==> src/rtl/ecc_evt_pkg.sv <==
package ecc_evt_pkg;
  // control/status bit positions
  localparam int BIT_DED  = 0;
  localparam int BIT_DEDO = 1;
  localparam int BIT_SEC  = 4;
  localparam int BIT_SECO = 5;
  localparam int BIT_BUSY = 8;
  localparam int BIT_SEL  = 12;

  // register word offsets
  localparam int OFS_CTRL = 0;
  localparam int OFS_ADDR = 1;
  localparam int OFS_DATA = 2;
  localparam int OFS_VAL  = 3;
  localparam int OFS_SYND = 4;

  // slot indices; the select value equals the index it shows
  localparam int SLOT_DED = 0;
  localparam int SLOT_SEC = 1;
  localparam int NSLOT    = 2;

  localparam int BUS_DW = 32;

  function automatic int stat_bit(input int slot);
    return (slot == SLOT_SEC) ? BIT_SEC : BIT_DED;
  endfunction

  function automatic int ovf_bit(input int slot);
    return (slot == SLOT_SEC) ? BIT_SECO : BIT_DEDO;
  endfunction
endpackage

==> src/rtl/ecc_evt_slot.sv <==
module ecc_evt_slot #(
  parameter int AW = 16,
  parameter int DW = 32,
  parameter int VW = 8,
  parameter int SW = 7
) (
  input  logic          clk,
  input  logic          rst_n,
  input  logic          evt,
  input  logic          clr_stat,
  input  logic          clr_ovf,
  input  logic [AW-1:0] in_addr,
  input  logic [DW-1:0] in_data,
  input  logic [VW-1:0] in_val,
  input  logic [SW-1:0] in_synd,
  output logic          stat,
  output logic          ovf,
  output logic [AW-1:0] cap_addr,
  output logic [DW-1:0] cap_data,
  output logic [VW-1:0] cap_val,
  output logic [SW-1:0] cap_synd
);
  logic load;
  assign load = evt && !stat;

  // an event always (re)asserts the flag, so it beats a same-cycle clear
  always_ff @(posedge clk) begin
    if (!rst_n) begin
      stat <= 1'b0;
      ovf  <= 1'b0;
    end else begin
      if (evt)           stat <= 1'b1;
      else if (clr_stat) stat <= 1'b0;
      if (evt && stat)   ovf  <= 1'b1;
      else if (clr_ovf)  ovf  <= 1'b0;
    end
  end

  always_ff @(posedge clk) begin
    if (!rst_n) begin
      cap_addr <= '0;
      cap_data <= '0;
      cap_val  <= '0;
      cap_synd <= '0;
    end else if (load) begin
      cap_addr <= in_addr;
      cap_data <= in_data;
      cap_val  <= in_val;
      cap_synd <= in_synd;
    end
  end
endmodule

==> src/rtl/ecc_evt_regif.sv <==
module ecc_evt_regif
  import ecc_evt_pkg::*;
#(
  parameter int AW     = 16,
  parameter int DW     = 32,
  parameter int VW     = 8,
  parameter int SW     = 7,
  parameter int BUS_AW = 4
) (
  input  logic                       clk,
  input  logic                       rst_n,
  input  logic [BUS_AW-1:0]          bus_addr,
  input  logic                       bus_we,
  input  logic [BUS_DW-1:0]          bus_wdata,
  input  logic                       busy,
  input  logic [NSLOT-1:0]           stat,
  input  logic [NSLOT-1:0]           ovf,
  input  logic [NSLOT-1:0][AW-1:0]   cap_addr,
  input  logic [NSLOT-1:0][DW-1:0]   cap_data,
  input  logic [NSLOT-1:0][VW-1:0]   cap_val,
  input  logic [NSLOT-1:0][SW-1:0]   cap_synd,
  output logic [NSLOT-1:0]           clr_stat,
  output logic [NSLOT-1:0]           clr_ovf,
  output logic [BUS_DW-1:0]          bus_rdata
);
  logic ctrl_wr;
  logic sel;
  logic unused_wdata;

  assign ctrl_wr = bus_we && (bus_addr == BUS_AW'(OFS_CTRL));
  assign unused_wdata = ^bus_wdata;

  for (genvar s = 0; s < NSLOT; s++) begin : g_clr
    assign clr_stat[s] = ctrl_wr && bus_wdata[stat_bit(s)];
    assign clr_ovf[s]  = ctrl_wr && bus_wdata[ovf_bit(s)];
  end

  always_ff @(posedge clk) begin
    if (!rst_n)       sel <= 1'b0;
    else if (ctrl_wr) sel <= bus_wdata[BIT_SEL];
  end

  logic [BUS_DW-1:0] ctrl_word, f_addr, f_data, f_val, f_synd;

  always_comb begin
    ctrl_word = '0;
    for (int s = 0; s < NSLOT; s++) begin
      ctrl_word[stat_bit(s)] = stat[s];
      ctrl_word[ovf_bit(s)]  = ovf[s];
    end
    ctrl_word[BIT_BUSY] = busy;
    ctrl_word[BIT_SEL]  = sel;
    f_addr = '0;
    f_data = '0;
    f_val  = '0;
    f_synd = '0;
    f_addr[AW-1:0] = cap_addr[sel];
    f_data[DW-1:0] = cap_data[sel];
    f_val[VW-1:0]  = cap_val[sel];
    f_synd[SW-1:0] = cap_synd[sel];
  end

  always_comb begin
    unique case (int'(bus_addr))
      OFS_CTRL: bus_rdata = ctrl_word;
      OFS_ADDR: bus_rdata = f_addr;
      OFS_DATA: bus_rdata = f_data;
      OFS_VAL:  bus_rdata = f_val;
      OFS_SYND: bus_rdata = f_synd;
      default:  bus_rdata = '0;
    endcase
  end
endmodule

==> src/rtl/ecc_evt_log.sv <==
module ecc_evt_log
  import ecc_evt_pkg::*;
#(
  parameter int ADDR_W = 16,
  parameter int DATA_W = 32,
  parameter int VAL_W  = 8,
  parameter int SYND_W = 7,
  parameter int BUS_AW = 4
) (
  input  logic              clk,
  input  logic              rst_n,
  input  logic              sec_evt,
  input  logic              ded_evt,
  input  logic [ADDR_W-1:0] evt_addr,
  input  logic [DATA_W-1:0] evt_data,
  input  logic [VAL_W-1:0]  evt_val,
  input  logic [SYND_W-1:0] evt_synd,
  input  logic              pwb_busy,
  input  logic [BUS_AW-1:0] bus_addr,
  input  logic              bus_we,
  input  logic [31:0]       bus_wdata,
  output logic [31:0]       bus_rdata
);
  logic [NSLOT-1:0]             evt_vec;
  logic [NSLOT-1:0]             stat_q, ovf_q, clr_stat, clr_ovf;
  logic [NSLOT-1:0][ADDR_W-1:0] cap_addr;
  logic [NSLOT-1:0][DATA_W-1:0] cap_data;
  logic [NSLOT-1:0][VAL_W-1:0]  cap_val;
  logic [NSLOT-1:0][SYND_W-1:0] cap_synd;

  assign evt_vec[SLOT_SEC] = sec_evt;
  assign evt_vec[SLOT_DED] = ded_evt;

  for (genvar s = 0; s < NSLOT; s++) begin : g_slot
    ecc_evt_slot #(.AW(ADDR_W), .DW(DATA_W), .VW(VAL_W), .SW(SYND_W)) u_slot (
      .clk      (clk),
      .rst_n    (rst_n),
      .evt      (evt_vec[s]),
      .clr_stat (clr_stat[s]),
      .clr_ovf  (clr_ovf[s]),
      .in_addr  (evt_addr),
      .in_data  (evt_data),
      .in_val   (evt_val),
      .in_synd  (evt_synd),
      .stat     (stat_q[s]),
      .ovf      (ovf_q[s]),
      .cap_addr (cap_addr[s]),
      .cap_data (cap_data[s]),
      .cap_val  (cap_val[s]),
      .cap_synd (cap_synd[s])
    );
  end

  ecc_evt_regif #(
    .AW(ADDR_W), .DW(DATA_W), .VW(VAL_W), .SW(SYND_W), .BUS_AW(BUS_AW)
  ) u_regif (
    .clk       (clk),
    .rst_n     (rst_n),
    .bus_addr  (bus_addr),
    .bus_we    (bus_we),
    .bus_wdata (bus_wdata),
    .busy      (pwb_busy),
    .stat      (stat_q),
    .ovf       (ovf_q),
    .cap_addr  (cap_addr),
    .cap_data  (cap_data),
    .cap_val   (cap_val),
    .cap_synd  (cap_synd),
    .clr_stat  (clr_stat),
    .clr_ovf   (clr_ovf),
    .bus_rdata (bus_rdata)
  );
endmodule

==> config.mk <==
export PLATFORM = sky130hd
export DESIGN_NAME = ecc_evt_log
export DESIGN_NICKNAME = d
export VERILOG_FILES = /design/src/rtl/ecc_evt_pkg.sv /design/src/rtl/ecc_evt_slot.sv /design/src/rtl/ecc_evt_regif.sv /design/src/rtl/ecc_evt_log.sv
export SDC_FILE = /design/constraint.sdc
export NUM_CORES = 1
export LEC_CHECK = 0
export BUFFER_PORTS_ARGS = -buffer_cell sky130_fd_sc_hd__buf_2
export CORE_UTILIZATION = 57
export DETAILED_ROUTE_END_ITERATION = 8
export PLACE_DENSITY = 0.85
export SYNTH_ARGS = -nofsm -noshare
export SYNTH_HDL_FRONTEND = slang
export SYNTH_SLANG_ARGS = --single-unit
==> constraint.sdc <==
create_clock -name clk -period 2.8 [get_ports clk]
set_input_delay 0.28 -clock clk [delete_from_list [all_inputs] [get_ports clk]]
set_output_delay 0.28 -clock clk [all_outputs]
set_load 0.05 [all_outputs]
Word level (Yosys, flattened, before mapping)
Index checks and enable logic that the tools add are counted.
{ "classes": {"order_cmp": 1, "mux": 17, "n_eq_ne": 4, "n_reduce_logical": 16} }
{ "op_table": {"columns": ["op", "n"], "rows": [
  ["one-hot mux 32 bit (5 select lines)", 1],
  ["two-way mux 32 bit", 2],
  ["two-way mux 16 bit", 2],
  ["two-way mux 8 bit", 2],
  ["two-way mux 7 bit", 2],
  ["logical AND 1 bit", 9],
  ["== test 4 x 2 -> 1 bit, second input constant", 2],
  ["two-way mux 1 bit", 8],
  ["nonzero test 2 bit", 4],
  ["== test 4 x 1 -> 1 bit, second input constant", 1],
  ["== test 4 x 3 -> 1 bit, second input constant", 1],
  ["logical NOT 4 bit", 1],
  ["logical NOT 1 bit", 2],
  ["less-than comparator 1 x 2 -> 1 bit, second input constant", 1]
]} }
{ "totals": {"output_inout_bits": 32, "inputBits": 105, "elab_cells": 51, "ff_bits": 131} }

Depth between registers and ports, before layout
Gate-level depths: netlist (run 1).
{ "depth": {"word_depth": 5, "mapped_depth": 6, "mapped_depth_nobuf": 3} }

Cells and area by module
A second synthesis (run 1) with hierarchy kept.
{ "unflattened": {"hier_cells": 703, "area_unflattened_um2": 6480.0} }
{ "modules_own_cells": {"columns": ["mod", "seq_area_each_um2", "cells_each", "instances", "area_each_um2"], "rows": [
  ["ecc_evt_slot", 1301.2, 281, 2, 2678.8],
  ["ecc_evt_regif", 20.0, 141, 1, 1122.3]
]} }

Worst setup path before layout (run 1)
No wires, ideal clock.
{ "synth_path": {"kind": "input-to-output", "from": "in bus_addr[0]", "to": "out bus_rdata[7]", "path_slack_ps": 355, "t_arrival_ps": 2165, "path_buffers": 2, "cell_stages": 4, "required_time_ps": 2520, "cell_sequence": "or4b_1 -> buf_2 -> buf_6 -> o21ai_0"} }
{ "synth_between": {"elab_chain_cells": 2, "word_cells_on_any_way": 6, "classes_between": "eq/ne (4); mux (1); reduce/logical (1)"} }
{ "synth_rtl": {"columns": ["element", "line_no", "rtl"], "rows": [
  ["start, declared", "ecc_evt_log.sv:19", "input logic [BUS_AW-1:0] bus_addr,"],
  ["== test 4 x 3 -> 1 bit, or another cell as far along", "ecc_evt_regif.sv:64", "unique case (int'(bus_addr))"],
  ["one-hot mux 32 bit (5 select lines) *", "ecc_evt_regif.sv:64", null],
  ["end, declared", "ecc_evt_log.sv:22", "output logic [31:0] bus_rdata"]
]} }
Mark *: on every way between the ends. The rest lies on a longest branch, timed or not.

Worst setup path in the final report (run 1)
{ "layout_path": {"from": "reg u_regif.sel", "to": "out bus_rdata[12]"} }
{ "layout_between": {"elab_chain_cells": 3, "word_cells_on_any_way": 5, "classes_between": "mux (5)"} }
{ "layout_rtl": {"columns": ["element", "line_no", "rtl"], "rows": [
  ["start, declared", "ecc_evt_regif.sv:27", "logic sel;"],
  ["start signal, assigned", "ecc_evt_regif.sv:40", "else if (ctrl_wr) sel <= bus_wdata[BIT_SEL];"],
  ["two-way mux 32 bit (not written as such) / two-way mux 16 bit (equally long branches) (2 in series)", "ecc_evt_regif.sv:58, ecc_evt_regif.sv:57", null],
  ["one-hot mux 32 bit (5 select lines) *", "ecc_evt_regif.sv:64", null]
]} }
Mark *: on every way between the ends. The rest lies on a longest branch, timed or not. The select of a mux whose other input is x is not followed.

==> results of run 1 <==
[cell usage after synthesis]
library cell	instances
o21ai_0	6
nor2_1	17
nand2b_1	3
or4_1	1
nand3_1	1
clkinv_1	1
nor2b_1	2
nand2_1	260
clkbuf_2	1
buf_2	12
a21oi_1	132
a211o_1	5
nand4bb_1	1
clkbuf_1	42
o221ai_1	4
or4b_1	3
nor4_1	1
o22a_1	4
mux2i_1	62
buf_6	3
inv_1	3
o22ai_1	14
dfxtp_1	131
[cell type report]
| type | count | area [um2] | share of cell area |
|---|---|---|---|
| sequential | 131 | 2630 | 0.392 |
| tap | 129 | 161 | 0.0241 |
| multi-input combinational | 516 | 2660 | 0.397 |
| clock buffer | 19 | 442 | 0.0659 |
| timing repair buffer | 119 | 696 | 0.104 |
| clock inverter | 11 | 88.8 | 0.0133 |
| antenna | 4 | 10.0 | 0.00149 |
| inverter | 4 | 16.3 | 0.00243 |
[sequential cells by signal, summed over array words and instances, names as in the netlist]
| signal | flops |
|---|---|
| g_slot.u_slot.cap_synd | 14 |
| g_slot.u_slot.cap_val | 16 |
| g_slot.u_slot.stat | 2 |
| g_slot.u_slot.ovf | 2 |
| u_regif.sel | 1 |
| g_slot.u_slot.cap_data | 64 |
| g_slot.u_slot.cap_addr | 32 |
[cell families after synthesis]
logic type | Yosys count | share of synthesized area
simple gates | 289 | 0.204
compound gates | 165 | 0.161
flops | 131 | 0.474
mux | 62 | 0.112
buf+inv | 62 | 0.0490
[stage by stage]
step                      hold WS [ns]  worst slack (ns)  std cells  cell area (um2)
after global placement           0.441             0.567        899             6160
after floorplan                  0.409             0.355        709             5540
after global routing           0.00362             0.145        930             6700
after detailed placement         0.446             0.544        899             6160
final                          0.00781             0.242        933             6700
after CTS                     0.000658             0.247        929             6690
[report_power, final]
| group | internal, mW | switching (mW) | total (mW) |
|---|---|---|---|
| combinational | 0.165 | 0.286 | 0.450 |
| clock | 1.20 | 0.780 | 1.98 |
| sequential | 1.97 | 0.0579 | 2.03 |
| total | 3.34 | 1.12 | 4.46 |
[path summary, 6_finish.rpt]
| kind | depth (start not counted) | endpoint | slack, ns | from |
|---|---|---|---|---|
| hold / removal | 3 | g_slot[1].u_slot.cap_addr[6]$_SDFFE_PN0P_ | 0.008 | evt_addr[6] |
| hold reg to reg | 2 | g_slot[1].u_slot.cap_synd[5]$_SDFFE_PN0P_ | 0.45 | g_slot[1].u_slot.cap_synd[5]$_SDFFE_PN0P_ |
| setup / recovery | 5 | bus_rdata[12] | 0.24 | u_regif.sel$_SDFFE_PN0P_ |
| setup reg to reg | 4 | g_slot[1].u_slot.cap_data[28]$_SDFFE_PN0P_ | 1.10 | g_slot[1].u_slot.stat$_SDFFE_PN0P_ |
[layer usage]
| layer | routed length, um | share of wire |
|---|---|---|
| met2 | 7250 | 0.50 |
| met3 | 934 | 0.064 |
| met4 | 377 | 0.026 |
| met1 | 6010 | 0.41 |
| met5 | 0 | 0 |
[worst max-delay path, stage by stage, from the launching register on]
cell,delay [ns]
dfxtp_4,0.54
buf_4,0.36
mux2i_1,0.28
nor2_1,0.07
a211o_1,0.28
buf_2,0.21
==> results.sh, run 1 <==
export IMPL_status="complete, no violations"
export IMPL_groute_layer_met1_usage=0.358
export IMPL_required_ns=2.52
export IMPL_leakagePower_nw=2.60
export IMPL_worst_slew_pin_slew_ns=0.790
export IMPL_cts_resized=0
export IMPL_start_util=0.594
export IMPL_antenna_found_initial=1
export IMPL_final_cell_mix="nand2_1 (260), a21oi_1 (132), dfxtp_1 (130)"
export IMPL_track_usage=0.297
export IMPL_synth_cell_types=23
export IMPL_grt_busiest_layer="met2"
export IMPL_peakVddDrop_uv=492
export IMPL_synth_top_area_share=0.474
export IMPL_slew_headroom=0.472
export IMPL_die_h_um=101
export IMPL_grt_pass1_vias=4942
export IMPL_clock_path_buffers=2
export IMPL_final_hold_viol_count=0
export IMPL_utilization=0.719
export IMPL_cts_num_sinks=131
export IMPL_port_buffers=109
export IMPL_wire_per_inst_um=15.6
export IMPL_critical_path_arrival_ns=2.28
export IMPL_ios=137
export IMPL_final_common_cell="nand2_1"
export IMPL_overflow=0
export IMPL_hp_class="input pin to flip-flop"
export IMPL_die_width_um=101
export IMPL_endpoint_kind="output port"
export IMPL_clk_pin_slew_ns=0.06
export IMPL_area_delta_synth_final_pct=21.1
export IMPL_synthTopCellsByArea="dfxtp_1 (47%), nand2_1 (18%), a21oi_1 (12%)"
export IMPL_syn_nets=814
export IMPL_syn_area_per_cell_um2=7.81
export IMPL_critical_path_class="flip-flop to output port"
export IMPL_vias=5274
export IMPL_grt_max_degree=132
export IMPL_total_power_mw=4.46
export IMPL_crit_path_start_kind="flip-flop"
export IMPL_synthCells=709
export IMPL_timing_fmax_ghz=0.391
export IMPL_rows=35
export IMPL_met2_usage=0.513
export IMPL_drc=0
export IMPL_clk_latency_ns=0.52
export IMPL_synthesis_area_mm2=0.00554
export IMPL_drt_total_wl_mm=14.6
export IMPL_gp_congestion=0.871
export IMPL_pwr_density_cell_mw_per_mm2=665
export IMPL_yosysWarningCount=0
export IMPL_drtAntennaViolNets=0
export IMPL_cts_tree="built"
export IMPL_drt_first_pass_iters=5
export IMPL_final_nets=894
export IMPL_post_cts_repair_setup_buffers=0
export IMPL_fillCellCount=712
export IMPL_fin_skew_ns=0.00787
export IMPL_yosys_area_top_type="dfxtp_1"
export IMPL_cts_buffers_inserted=17
export IMPL_finalSetupTns_ns=0
export IMPL_slew_viol_final=0
export IMPL_hpwl_mm=9.23
export IMPL_cts_root_buf="clkbuf_8"
export IMPL_die_area_mm2=0.0101
export IMPL_grt_pass1_wl_mm=23.2
export IMPL_gr_usage_met3=0.0652
export IMPL_hold_buffers=0
export IMPL_post_drt_via_cell_ratio=5.65
export IMPL_fin_crit_sh=0.914
export IMPL_core_mm2=0.00933
export IMPL_setup_violations_final=0
export IMPL_crit_path_max_fanout=18
export IMPL_max_cap_violations=0
export IMPL_drt_iter0_markers=319
export IMPL_ys_ff_latch=131
export IMPL_cts_max_level=4
export IMPL_min_period_ns=2.56
export IMPL_drive_gt1_frac=0.194
export IMPL_rsz0062_at_grt="false"
export IMPL_synth_seq_area_share=0.474
No activity file was read; power rests on OpenSTA's default activity.
==> run 2, diff against run 1 <==
--- a/constraint.sdc
+++ b/constraint.sdc
@@ -3,2 +3,2 @@
 set_output_delay 0.28 -clock clk [all_outputs]
-set_load 0.05 [all_outputs]
+set_load 0.02 [all_outputs]
==> run 2 against run 1 <==
  * Flip-flop and latch count unchanged
  * Via count increased by 1.5%
  * Non-clock buffer count increased by 8
  * Critical path depth decreased by 1
  * Design area increased by 1.4%
  * Critical path type unchanged
  * Setup slack got worse by 0.026 ns
  * Power increased by 2.8%
  * Die area unchanged
  * Register-to-register slack about the same
==> results.sh, run 2 (synthesis results as in run 1) <==
export IMPL_regMostFlops="g_slot.u_slot.cap_data"
export IMPL_hpwl_mm=9.55
export IMPL_wire_per_inst_um=16.1
export IMPL_antenna_found_initial=0
export IMPL_fin_skew_ns=0.00518
export IMPL_seq_power_share=0.443
export IMPL_min_period_ns=2.58
export IMPL_drt_first_pass_iters=6
export IMPL_post_drt_via_cell_ratio=5.70
export IMPL_final_cell_mix="nand2_1 (260), a21oi_1 (132), dfxtp_1 (130)"
export IMPL_switchingPower_mw=1.12
export IMPL_finalSetupTns_ns=0
export IMPL_rows=35
export IMPL_critical_path_arrival_ns=2.30
export IMPL_slew_headroom=0.530
export IMPL_r2r_start="g_slot[1].u_slot.stat$_SDFFE_PN0P_"
export IMPL_fin_crit_sh=0.923
export IMPL_rrSetupSlack_ns=1.11
export IMPL_track_usage=0.308
export IMPL_drtAntennaViolNets=0
export IMPL_slew_viol_final=0
export IMPL_vias=5351
export IMPL_drt_iter0_markers=509
export IMPL_pwr_density_cell_mw_per_mm2=675
export IMPL_clk_latency_ns=0.52
export IMPL_cts_root_buf="clkbuf_8"
export IMPL_cp_cell_sequence="buf_4 > mux2i_1 > o22ai_1 > buf_2"
export IMPL_rr_worst_depth=4
export IMPL_setup_violations_final=0
export IMPL_area_delta_synth_final_pct=22.7
export IMPL_rsz0062_at_grt="false"
export IMPL_drt_total_wl_mm=15.2
export IMPL_cts_max_level=4
export IMPL_ios=137
export IMPL_cts_tree="built"
export IMPL_hold_end="g_slot[0].u_slot.cap_synd[1]$_SDFFE_PN0P_"
export IMPL_worst_slew_pin_slew_ns=0.705
export IMPL_status="complete, no violations"
export IMPL_die_h_um=101
export IMPL_clkPwrFrac=0.460
export IMPL_place_ws_ns=0.654
export IMPL_core_mm2=0.00933
export IMPL_grt_max_degree=59
export IMPL_slowest_delay_ns=0.79
export IMPL_clk_pin_slew_ns=0.06
export IMPL_rr_endpoint="g_slot[1].u_slot.cap_addr[13]$_SDFFE_PN0P_"
export IMPL_cts_buffers_inserted=17
export IMPL_clock_path_buffers=2
export IMPL_p_comb_frac=0.097
export IMPL_grt_pass1_wl_mm=24.2
export IMPL_grt_pass1_vias=5239
export IMPL_final_nets=902
export IMPL_hold_path_startpoint="evt_synd[1]"
export IMPL_port_buffers=109
export IMPL_die_width_um=101
export IMPL_max_cap_violations=0
export IMPL_setup_ws_ns=0.216
export IMPL_final_hold_viol_count=0
export IMPL_intPower_mw=3.47
export IMPL_hold_depth=3
export IMPL_timing_fmax_ghz=0.387
export IMPL_cts_resized=0
export IMPL_critical_path_class="flip-flop to output port"
export IMPL_cp_slowest_cell="dfxtp_4"
export IMPL_largest_register_ffs=64
export IMPL_final_common_cell="nand2_1"
export IMPL_switching_share=0.244
export IMPL_die_area_mm2=0.0101
export IMPL_required_ns=2.52
export IMPL_drc=0
export IMPL_endpoint_kind="output port"
export IMPL_crit_path_max_fanout=40
export IMPL_hp_class="input pin to flip-flop"
export IMPL_drive_gt1_frac=0.193
export IMPL_peakVddDrop_uv=423
export IMPL_cts_num_sinks=131
export IMPL_gp_congestion=0.848
export IMPL_leakagePower_nw=2.65
export IMPL_reg_top3="g_slot.u_slot.cap_data (64), g_slot.u_slot.cap_addr (32), g_slot.u_slot.cap_val (16)"
export IMPL_overflow=0
export IMPL_crit_path_start_kind="flip-flop"
export IMPL_start_util=0.594
run 2: how the worst max path moves through the flow:
stage	start	slack, ns	cells after the start	to
3_3_place_gp	bus_addr[1]	0.68	5	bus_rdata[7]
4_1_cts	u_regif.sel$_SDFFE_PN0P_	0.23	4	bus_rdata[15]
6_report	u_regif.sel$_SDFFE_PN0P_	0.22	4	bus_rdata[15]
5_1_grt	u_regif.sel$_SDFFE_PN0P_	0.18	4	bus_rdata[4]
2_1_floorplan	bus_addr[0]	0.96	4	bus_rdata[7]
3_5_place_dp	bus_addr[1]	0.65	5	bus_rdata[7]
run 2: cell type report:
cell class              instances  area [um2]
diodes                          1        2.50
clock buffers                  21         459
clock inverters                10         106
fillers                       698        2530
inverters                       4        16.3
multi-input cells             516        2660
flip-flops and latches        131        2630
well taps                     129         161
repair buffers                127         761
run 2: critical path, delay by kind of cell, from the launching register on:
kind                   cells  cell delay (ns)
muxes                      1             0.25
AOI/OAI and AO/OA          1             0.10
DFF                        1             0.79
buffers and inverters      2             0.61
run 2: per-stage QoR:
stage	hold slack, ns	util	total power [mW]	instance area (um2)	instances
finish	0.00303	0.729	4.59	6800	939
global route	0.00574	0.728	4.73	6790	938
CTS	0.000451	0.728	4.59	6790	938
detailed placement	0.446	0.660	2.50	6160	900
global placement	0.441	0.660	2.47	6160	900
floorplan	0.409	-	2.32	5540	709
run 2: per-layer routing:
metal	vias up	routed length (um)	track usage
li1	2543	-	-
met3	38	1080	0.0693
met2	245	7640	0.548
met1	2525	6040	0.355
met5	-	0	0
met4	0	406	0.128
run 2: power groups by stage:
stage / sequential (mW) / clock (mW) / combinational [mW]
finish: 2.03 / 2.11 / 0.446
global route: 2.04 / 2.20 / 0.490
CTS: 2.03 / 2.12 / 0.441
detailed placement: 2.07 / 0 / 0.428
global placement: 2.06 / 0 / 0.410
floorplan: 2.05 / 0 / 0.271
run 2: timing repair:
item,CTS,global route
endpoints found under the hold margin,9,0
setup endpoints to repair,0,0
hold buffers,7,0
setup buffers,0,0
==> run 3, diff against run 2 <==
--- a/config.mk
+++ b/config.mk
@@ -8,2 +8,3 @@
 export BUFFER_PORTS_ARGS = -buffer_cell sky130_fd_sc_hd__buf_2
+export CORE_ASPECT_RATIO = 0.6
 export CORE_UTILIZATION = 57
==> constraint.sdc (replaced) <==
create_clock -name clk -period 2.8 [get_ports clk]
set_input_delay 0.14 -clock clk [delete_from_list [all_inputs] [get_ports clk]]
set_output_delay 0.14 -clock clk [all_outputs]
set_load 0.02 [all_outputs]
==> run 3 against run 2 <==
  * Register-to-register slack lost 0.06 ns
  * Clock power is 2% lower
  * Clock-buffer cell count up 5
  * Highest routed layer unchanged
  * Global-route usage increased by 2.3 points
  * First-iteration DRC count is 14% higher
  * Utilization is 5.7 points higher
  * Final cell count grew 6.1%
  * Non-clock buffer count is 57 higher
  * Routed wire length rose by 7.1%
==> results.sh, run 3 (synthesis results as in run 1) <==
export IMPL_area_delta_synth_final_pct=31.7
export IMPL_reg_top3="g_slot.u_slot.cap_data (64), g_slot.u_slot.cap_addr (32), g_slot.u_slot.cap_val (16)"
export IMPL_dp_cells=903
export IMPL_cts_num_sinks=131
export IMPL_vias=5674
export IMPL_cts_root_buf="clkbuf_16"
export IMPL_crit_path_max_fanout=40
export IMPL_cp_slowest_cell="dfxtp_4"
export IMPL_max_cap_violations=0
export IMPL_finalSetupTns_ns=0
export IMPL_drt_iter0_markers=580
export IMPL_drtAntennaViolNets=0
export IMPL_antenna_found_initial=0
export IMPL_track_usage=0.331
export IMPL_regMostFlops="g_slot.u_slot.cap_data"
export IMPL_final_common_cell="nand2_1"
export IMPL_drt_first_pass_iters=6
export IMPL_timing_fmax_ghz=0.417
export IMPL_largest_register_ffs=64
export IMPL_die_width_um=129
export IMPL_slew_viol_final=0
export IMPL_drt_total_wl_mm=16.2
export IMPL_cts_resized=0
export IMPL_diodes=0
export IMPL_fillCellCount=584
export IMPL_multiInputGateArea_mm2=0.00266
export IMPL_worst_slew_pin_slew_ns=0.773
export IMPL_die_h_um=78.4
export IMPL_fin_skew_ns=0.00710
export IMPL_drive_gt1_frac=0.178
export IMPL_min_period_ns=2.40
export IMPL_start_util=0.596
export IMPL_port_buffers=109
export IMPL_final_cells=996
export IMPL_total_power_mw=4.61
export IMPL_die_area_mm2=0.0101
export IMPL_rows=27
export IMPL_final_nets=959
export IMPL_hold_depth=3
export IMPL_leakagePower_nw=2.86
export IMPL_cts_buffers_inserted=17
export IMPL_crit_path_start_kind="flip-flop"
export IMPL_clk_latency_ns=0.42
export IMPL_hp_class="input pin to flip-flop"
export IMPL_rr_endpoint="g_slot[0].u_slot.cap_addr[14]$_SDFFE_PN0P_"
export IMPL_overflow=0
export IMPL_required_ns=2.66
export IMPL_hold_end="g_slot[1].u_slot.stat$_SDFFE_PN0P_"
export IMPL_final_hold_viol_count=0
export IMPL_rrSetupSlack_ns=1.05
export IMPL_cts_max_level=4
export IMPL_pwr_density_cell_mw_per_mm2=632
export IMPL_slew_headroom=0.484
export IMPL_grt_pass1_vias=5436
export IMPL_seqCellArea_mm2=0.00263
export IMPL_slowest_delay_ns=0.80
export IMPL_r2r_start="g_slot[0].u_slot.stat$_SDFFE_PN0P_"
export IMPL_final_cell_mix="nand2_1 (260), a21oi_1 (132), dfxtp_1 (130)"
export IMPL_clock_path_buffers=2
export IMPL_rsz0062_at_grt="false"
export IMPL_hold_path_startpoint="sec_evt"
export IMPL_gp_congestion=0.799
export IMPL_post_drt_via_cell_ratio=5.70
export IMPL_endpoint_kind="output port"
export IMPL_rr_worst_depth=4
export IMPL_ios=137
export IMPL_hpwl_mm=9.47
export IMPL_drc=0
export IMPL_peakVddDrop_uv=468
export IMPL_status="complete, no violations"
export IMPL_wire_per_inst_um=16.3
export IMPL_core_mm2=0.00929
export IMPL_cp_cell_sequence="mux2i_1 > o22ai_1 > a211o_1 > buf_2"
export IMPL_cts_tree="built"
export IMPL_grt_pass1_wl_mm=25.6
export IMPL_setup_violations_final=0
export IMPL_critical_path_class="flip-flop to output port"
export IMPL_clk_pin_slew_ns=0.06
export IMPL_fin_crit_sh=0.857
export IMPL_grt_max_degree=64
export IMPL_critical_path_arrival_ns=2.26
==> run 3: layout make-up <==
class / instances / share of cell area
multi-input combinational: 516 / 0.365
sequential: 131 / 0.360
timing repair buffer: 184 / 0.175
clock buffer: 26 / 0.0684
tap: 130 / 0.0223
clock inverter: 5 / 0.00686
inverter: 4 / 0.00223
==> run 3: report_power, final <==
| part | total [mW] | internal (mW) | switching [mW] |
|---|---|---|---|
| registers | 2.03 | 1.97 | 0.0615 |
| clock network | 2.07 | 1.30 | 0.770 |
| logic | 0.503 | 0.214 | 0.289 |
==> run 3: routing by layer <==
layer / up-vias / global-route usage / share of wire
met5: - / 0 / 0
li1: 2654 / - / -
met1: 2623 / 0.406 / 0.40
met2: 338 / 0.572 / 0.48
met4: 0 / 0.133 / 0.024
met3: 59 / 0.0627 / 0.099
==> run 3: metrics by stage <==
step | hold WS, ns | cell area (um2) | setup WS, ns | utilization
after global routing | 0.00963 | 7290 | 0.362 | 0.785
after detailed placement | 0.392 | 6120 | 0.841 | 0.659
after global placement | 0.389 | 6120 | 0.882 | 0.659
after CTS | 0.0000620 | 7290 | 0.464 | 0.785
after floorplan | 0.269 | 5540 | 1.17 | -
final | 0.00392 | 7290 | 0.401 | 0.785
==> run 3: timing repair <==
| action | in CTS | in global routing |
|---|---|---|
| hold endpoints to repair | 116 | 0 |
| buffers inserted | 0 | 0 |
| endpoints found under the setup margin | 0 | 0 |
| hold buffers | 62 | 0 |
==> run 3: critical path: cells and delay by family (launching register included) <==
kind,cells,cell delay (ns)
DFF,1,0.80
muxes,1,0.45
AOI/OAI and AO/OA,2,0.40
buffers and inverters,1,0.16
==> run 3: worst max-delay path by stage <==
stage	from	endpoint	slack (ns)	depth (start not counted)
6_report	u_regif.sel$_SDFFE_PN0P_	bus_rdata[5]	0.40	4
2_1_floorplan	u_regif.sel$_SDFFE_PN0P_	bus_rdata[7]	1.17	5
3_5_place_dp	bus_addr[1]	bus_rdata[7]	0.84	5
3_3_place_gp	bus_addr[1]	bus_rdata[7]	0.88	5
5_1_grt	u_regif.sel$_SDFFE_PN0P_	bus_rdata[5]	0.36	4
4_1_cts	u_regif.sel$_SDFFE_PN0P_	bus_rdata[3]	0.46	5
